`src/rtl/tiadc_pkg.sv`:
```
`timescale 1ns/1ps
package tiadc_pkg;

  // Index of the set bit in a one-hot word (lowest set bit wins).
  function automatic logic [5:0] oh_index(input logic [63:0] oh);
    logic [5:0] idx;
    idx = '0;
    for (int i = 63; i >= 0; i--) begin
      if (oh[i]) idx = 6'(i);
    end
    return idx;
  endfunction

  // Width helper that never returns zero.
  function automatic int safe_clog2(input int n);
    return (n > 1) ? $clog2(n) : 1;
  endfunction

endpackage

```
`src/rtl/tiadc_phase.sv`:
```
`timescale 1ns/1ps
module tiadc_phase #(
  parameter int NCONV = 4,
  parameter int CW    = 2
) (
  input  logic          clk,
  input  logic          rst_n,
  input  logic          clr,
  output logic [CW-1:0] ph,
  output logic          adc_en
);
  localparam logic [CW-1:0] LAST = CW'(NCONV - 1);

  always_ff @(posedge clk or negedge rst_n) begin
    if (!rst_n)          ph <= '0;
    else if (clr)        ph <= '0;
    else if (ph == LAST) ph <= '0;
    else                 ph <= ph + 1'b1;
  end

  assign adc_en = (ph == LAST);
endmodule

```
`src/rtl/tiadc_ring.sv`:
```
`timescale 1ns/1ps
module tiadc_ring #(
  parameter int W = 8
) (
  input  logic         clk,
  input  logic         rst_n,
  input  logic         clr,
  input  logic         adv,
  output logic [W-1:0] q
);
  localparam logic [W-1:0] HOME = W'(1);
  logic [W-1:0] q_nxt;

  generate
    if (W > 1) begin : g_rot
      assign q_nxt = {q[W-2:0], q[W-1]};
    end else begin : g_one
      assign q_nxt = q;
    end
  endgenerate

  always_ff @(posedge clk or negedge rst_n) begin
    if (!rst_n)   q <= HOME;
    else if (clr) q <= HOME;
    else if (adv) q <= q_nxt;
  end
endmodule

```
`src/rtl/tiadc_conv_stub.sv`:
```
`timescale 1ns/1ps
module tiadc_conv_stub #(
  parameter int DW  = 8,
  parameter int LAT = 8,
  parameter int LW  = 3
) (
  input  logic          clk,
  input  logic          rst_n,
  input  logic          clr,
  input  logic          cap,
  input  logic          tick,
  input  logic [DW-1:0] din,
  output logic          done,
  output logic [DW-1:0] dout
);
  logic [LW-1:0] left_q;
  logic          loaded_q;

  always_ff @(posedge clk or negedge rst_n) begin
    if (!rst_n) begin
      left_q   <= '0;
      loaded_q <= 1'b0;
      dout     <= '0;
    end else if (clr) begin
      left_q   <= '0;
      loaded_q <= 1'b0;
    end else if (cap) begin
      left_q   <= LW'(LAT - 1);
      loaded_q <= 1'b1;
      dout     <= din;
    end else if (tick && left_q != '0) begin
      left_q   <= left_q - 1'b1;
    end
  end

  assign done = loaded_q && (left_q == '0);
endmodule

```
`src/rtl/tiadc_readout.sv`:
```
`timescale 1ns/1ps
module tiadc_readout #(
  parameter int NBANK = 8,
  parameter int NCONV = 4,
  parameter int DW    = 8,
  parameter int BW    = 3,
  parameter int CW    = 2
) (
  input  logic                      clk,
  input  logic                      rst_n,
  input  logic                      clr,
  input  logic [BW-1:0]             bank_idx,
  input  logic [CW-1:0]             ph,
  input  logic [NBANK*NCONV-1:0]    done_vec,
  input  logic [NBANK*NCONV*DW-1:0] res_vec,
  output logic                      rd_done,
  output logic                      out_vld,
  output logic [BW+CW-1:0]          out_tag,
  output logic [DW-1:0]             out_data
);
  logic [BW+CW-1:0] sel;
  logic [DW-1:0]    rd_word;

  assign sel     = {bank_idx, ph};
  assign rd_done = done_vec[sel];
  assign rd_word = res_vec[int'(sel)*DW +: DW];

  always_ff @(posedge clk or negedge rst_n) begin
    if (!rst_n) begin
      out_vld  <= 1'b0;
      out_tag  <= '0;
      out_data <= '0;
    end else if (clr) begin
      out_vld  <= 1'b0;
    end else begin
      out_vld  <= rd_done;
      out_tag  <= sel;
      out_data <= rd_word;
    end
  end
endmodule

```
`src/rtl/tiadc_sched.sv`:
```
`timescale 1ns/1ps
module tiadc_sched
  import tiadc_pkg::*;
#(
  parameter int NBANK   = 8,
  parameter int NCONV   = 4,
  parameter int DW      = 8,
  parameter int NGROUPS = 32,
  localparam int BW = safe_clog2(NBANK),
  localparam int CW = safe_clog2(NCONV),
  localparam int TW = BW + CW
) (
  input  logic                clk,
  input  logic                rst_n,
  input  logic                frame_start,
  input  logic [NCONV*DW-1:0] bus_in,
  output logic [NBANK-1:0]    bank_sel,
  output logic [NGROUPS-1:0]  grp_sel,
  output logic                adc_en,
  output logic                out_vld,
  output logic [TW-1:0]       out_tag,
  output logic [DW-1:0]       out_data
);
  localparam int LAT = NBANK;
  localparam int LW  = safe_clog2(LAT);

  logic [CW-1:0]             ph;
  logic [BW-1:0]             bank_idx;
  logic [NBANK*NCONV-1:0]    done_vec;
  logic [NBANK*NCONV*DW-1:0] res_vec;
  logic                      rd_done;
  logic                      bank_wrap;

  tiadc_phase #(.NCONV(NCONV), .CW(CW)) u_phase (
    .clk(clk), .rst_n(rst_n), .clr(frame_start), .ph(ph), .adc_en(adc_en)
  );

  tiadc_ring #(.W(NBANK)) u_bank_ring (
    .clk(clk), .rst_n(rst_n), .clr(frame_start), .adv(adc_en), .q(bank_sel)
  );

  tiadc_ring #(.W(NGROUPS)) u_grp_ring (
    .clk(clk), .rst_n(rst_n), .clr(frame_start), .adv(adc_en), .q(grp_sel)
  );

  assign bank_idx  = BW'(oh_index(64'(bank_sel)));
  assign bank_wrap = adc_en && bank_sel[NBANK-1];

  generate
    for (genvar b = 0; b < NBANK; b++) begin : g_bank
      for (genvar c = 0; c < NCONV; c++) begin : g_lane
        tiadc_conv_stub #(.DW(DW), .LAT(LAT), .LW(LW)) u_conv (
          .clk  (clk),
          .rst_n(rst_n),
          .clr  (frame_start),
          .cap  (adc_en && bank_sel[b]),
          .tick (adc_en),
          .din  (bus_in[c*DW +: DW]),
          .done (done_vec[b*NCONV + c]),
          .dout (res_vec[(b*NCONV + c)*DW +: DW])
        );
      end
    end
  endgenerate

  tiadc_readout #(.NBANK(NBANK), .NCONV(NCONV), .DW(DW), .BW(BW), .CW(CW)) u_rd (
    .clk(clk), .rst_n(rst_n), .clr(frame_start),
    .bank_idx(bank_idx), .ph(ph), .done_vec(done_vec), .res_vec(res_vec),
    .rd_done(rd_done), .out_vld(out_vld), .out_tag(out_tag), .out_data(out_data)
  );
endmodule

```
`config.mk`:
```
export PLATFORM = sky130hd
export DESIGN_NAME = tiadc_sched
export DESIGN_NICKNAME = d
export VERILOG_FILES = /design/src/rtl/tiadc_pkg.sv /design/src/rtl/tiadc_phase.sv /design/src/rtl/tiadc_ring.sv /design/src/rtl/tiadc_conv_stub.sv /design/src/rtl/tiadc_readout.sv /design/src/rtl/tiadc_sched.sv
export SDC_FILE = /design/constraint.sdc
export NUM_CORES = 1
export LEC_CHECK = 0
export ABC_CLOCK_PERIOD_IN_PS = 2200
export CORE_MARGIN = 2
export CORE_UTILIZATION = 35
export CTS_CLUSTER_SIZE = 24
export DETAILED_ROUTE_END_ITERATION = 16
export PLACE_DENSITY = 0.55
export SLEW_MARGIN = 5
export SYNTH_ARGS = -nofsm -noshare
export SYNTH_HDL_FRONTEND = slang
export SYNTH_SLANG_ARGS = --single-unit
```
`constraint.sdc`:
```
create_clock -name clk -period 2.2 [get_ports clk]
set_input_delay 0.44 -clock clk [delete_from_list [all_inputs] [get_ports clk]]
set_output_delay 0.44 -clock clk [all_outputs]
set_load 0.05 [all_outputs]
```
==> flow_summary.ini <==
[status]
status = finished, violations left
violations = negative setup slack

[logic_synthesis]
synth_edf_count = 0
synth_flop_cell = dfrtp_1
netlist-cell-type-count = 54
synth_area_per_cell_um2 = 12.4
syn_nets = 1739
syn_inst = 1639
async_flop_share_pct = 100
ys.warnings.count = 0
syn-cell-area_um2 = 20300
yosysSeqAreaShare_pct = 51.4
synth_seq_cells = 416

[timing]
setup_ws_ns = -0.0125
slew_headroom_pct = 42.6
fmax_mhz = 452
max_slew.worst_pin.slew_ns = 0.860
setup_tns_ns = -0.0125
min_period_ns = 2.21
whs_ns = 0.236
finalHoldViolCount = 0
fin_skew_ns = 0.0341
slew_violations = 0
post-route-period-util_pct = 101
rsz0062_at_grt = yes
setup_viol_count_final = 1

[place]
dp_cells = 2465
numPortBuffers = 89
place.gp.congestion = 0.766
hpwl_mm = 30.5
pre_cts_ws_ns = -0.108

[setup_path]
start_kind = register
r2r_end = u_rd.out_data[0]$_DFFE_PN0N_
cp.required_ns = 1.76
crit_buf_inv = 2
cp_top_family = flip-flops
crit_arrival_ns = 1.77
crit_fanout = 43
r2r_slack_ns = 0.05
path_cells = ha_4, buf_16, buf_12
crit_start = u_phase.ph[1]$_DFF_PN0_
worst_r2r_path_depth = 7
cp-end-kind = output port
crit_type = reg2out
crit_path_max_incr_delay_ns = 0.53
r2r_start = u_bank_ring.q[7]$_DFFE_PN0P_
cp_slowest_cell = dfrtp_4

[route]
drc = 0
totalWireLength_mm = 48.5
routed_via_density = 5.22
wl_per_cell_um = 18.9
firstDrtPassIters = 5
antenna_left = 0
drt_iter0_drc = 744
vias = 13400

[pwr]
vdd_drop_max_mv = 0.591
power_leakage_nw = 11.4
total_power_mw = 19.4
p_per_area_nw_per_um2 = 792

[die]
coreArea_um2 = 57500
fp-row-count = 88
ios = 90
die_h_um = 245
initial_core_util_pct = 35.3
dieWidth_um = 245
dieArea_um2 = 59800

[clock_network]
cts_buffer_depth = 3
clk_latency_ns = 0.61
cts_buffers = 48
clkTransAtPathRegs_ns = 0.06
cts_tree = built
cts.sink_count = 416
h-tree-depth = 2
root_buffer = clkbuf_16

[finish]
drive_gt1_share_pct = 32.4
n_antenna_cell = 0
num-fill-cells = 5352
syn2layout_area_growth_pct = 20.7
regArea_um2 = 10400
multi_input_area_um2 = 9180
final_net_count = 1857
fin_cells = 2561

[hold_path]
hold_path_class = in2reg
hold_depth = 2
worstHoldStart = frame_start
hold_end = u_rd.out_data[2]$_DFFE_PN0N_

[global_route]
grt_max_degree = 87
grt_use_total_pct = 16.3
grt_pass1_vias = 14000
grt.overflow.total = 0
grt_first_pass_wirelength_mm = 78.0
antenna_found_initial = 2

[job]
cap_violations = 0
worst max path at each step:
stage / slack [ns] / end / cells after the start
global route: -0.06 / adc_en / 3
CTS: -0.09 / adc_en / 3
detailed placement: -0.11 / u_rd.out_data[5]$_DFFE_PN0N_ / 7
finish: -0.01 / adc_en / 3
global placement: -0.1 / u_rd.out_data[5]$_DFFE_PN0N_ / 7
floorplan: 0.008 / u_rd.out_data[0]$_DFFE_PN0N_ / 7
cells in the final DEF, fill, tap and decap left out, types with 5 or more instances in the layout:
cell type and instances:
a21oi_1 92, clkbuf_1 6, a221o_1 7, and3_1 5
mux4_2 60, dlygate4sd2_1 46, nor3_1 16, nor3b_1 34
nor2_1 89, o22ai_1 6, clkinv_2 10, clkbuf_8 13
a31o_2 53, o211ai_1 6, nand2b_1 33, mux2_2 264
mux2i_1 62, nor2b_1 17, ha_1 64, clkdlybuf4s50_1 32
buf_4 63, a31oi_1 19, a211oi_1 9, clkbuf_16 49
nand2_1 92, bufinv_16 7, dfrtp_1 409, inv_1 64
buf_12 31, o21ai_0 73
power by group:
part	internal [mW]	total, mW	switching [mW]
Sequential	8.13	8.41	0.281
Combinational	1.08	2.33	1.25
Clock	5.31	8.64	3.34
cell usage after synthesis (2+ instances only):
cell | number | area (um^2)
dfrtp_1 | 414 | 10400
mux2_2 | 264 | 2970
nand2_1 | 95 | 357
a21oi_1 | 92 | 460
nor2_1 | 89 | 334
o21ai_0 | 73 | 365
ha_1 | 65 | 813
inv_1 | 64 | 240
mux2i_1 | 62 | 621
mux4_2 | 60 | 1350
a31o_2 | 53 | 464
clkbuf_1 | 49 | 184
buf_1 | 36 | 135
nor3b_1 | 34 | 255
nand2b_1 | 33 | 206
a31oi_1 | 19 | 119
nor2b_1 | 19 | 119
nor3_1 | 16 | 80.1
buf_2 | 14 | 70.1
a211oi_1 | 10 | 75.1
buf_4 | 8 | 60.1
a221o_1 | 7 | 70.1
o211ai_1 | 6 | 45.0
o22ai_1 | 6 | 37.5
and3_1 | 5 | 31.3
a211o_1 | 4 | 35.0
nand3b_1 | 4 | 30.0
a221oi_1 | 3 | 26.3
nand3_1 | 3 | 15.0
a211oi_2 | 2 | 25.0
a21o_1 | 2 | 15.0
a32oi_1 | 2 | 17.5
and3_4 | 2 | 22.5
buf_6 | 2 | 22.5
dfstp_2 | 2 | 52.6
o31ai_1 | 2 | 15.0
final cells by class:
cell class | instances | area share [%]
flip-flops and latches | 416 | 42.6
multi-input cells | 1050 | 37.5
repair buffers | 177 | 7.79
clock buffers | 67 | 5.73
well taps | 765 | 3.91
clock inverters | 22 | 1.44
inverters | 64 | 0.982
kinds of logic after synthesis:
logic type | count (synthesis) | share of synthesized area [%]
AOI/OAI and AO/OA | 293 | 9.29
adders and majority gates | 65 | 4.01
buffers and inverters | 173 | 3.51
DFF | 416 | 51.4
muxes | 386 | 24.4
and+or+nand+nor | 306 | 7.39
stage by stage:
step	util [%]	instance area, um^2
after floorplan	-	20300
after global placement	39.4	22700
after detailed placement	39.4	22700
after CTS	42.4	24400
after global routing	42.6	24500
final	42.6	24500
flip-flops by register name, summed over array words and instances, names as in the netlist:
signal / cells
u_phase.ph: 2
g_bank.g_lane.u_conv.loaded_q: 8
u_grp_ring.q: 32
u_rd.out_tag: 5
u_bank_ring.q: 8
u_rd.out_data: 8
g_bank.g_lane.u_conv.left_q: 96
u_rd.out_vld: 1
g_bank.g_lane.u_conv.dout: 256
metal layers:
layer | routed length (um) | GRT usage (%)
met5 | 26 | 0
met4 | 1260 | 5.25
met3 | 1750 | 2.74
met2 | 24000 | 27.7
met1 | 21400 | 21.2
what timing repair did:
| item | CTS | global route |
|---|---|---|
| hold buffers | 1 | 0 |
| cloned | 0 | 1 |
| buffers inserted | 0 | 6 |
| setup endpoints to repair | 50 | 108 |
| gates resized for setup | 48 | 5 |
| hold endpoints to repair | 33 | 0 |
| pin swaps | 0 | 3 |
No activity file was read; power rests on OpenSTA's default activity.
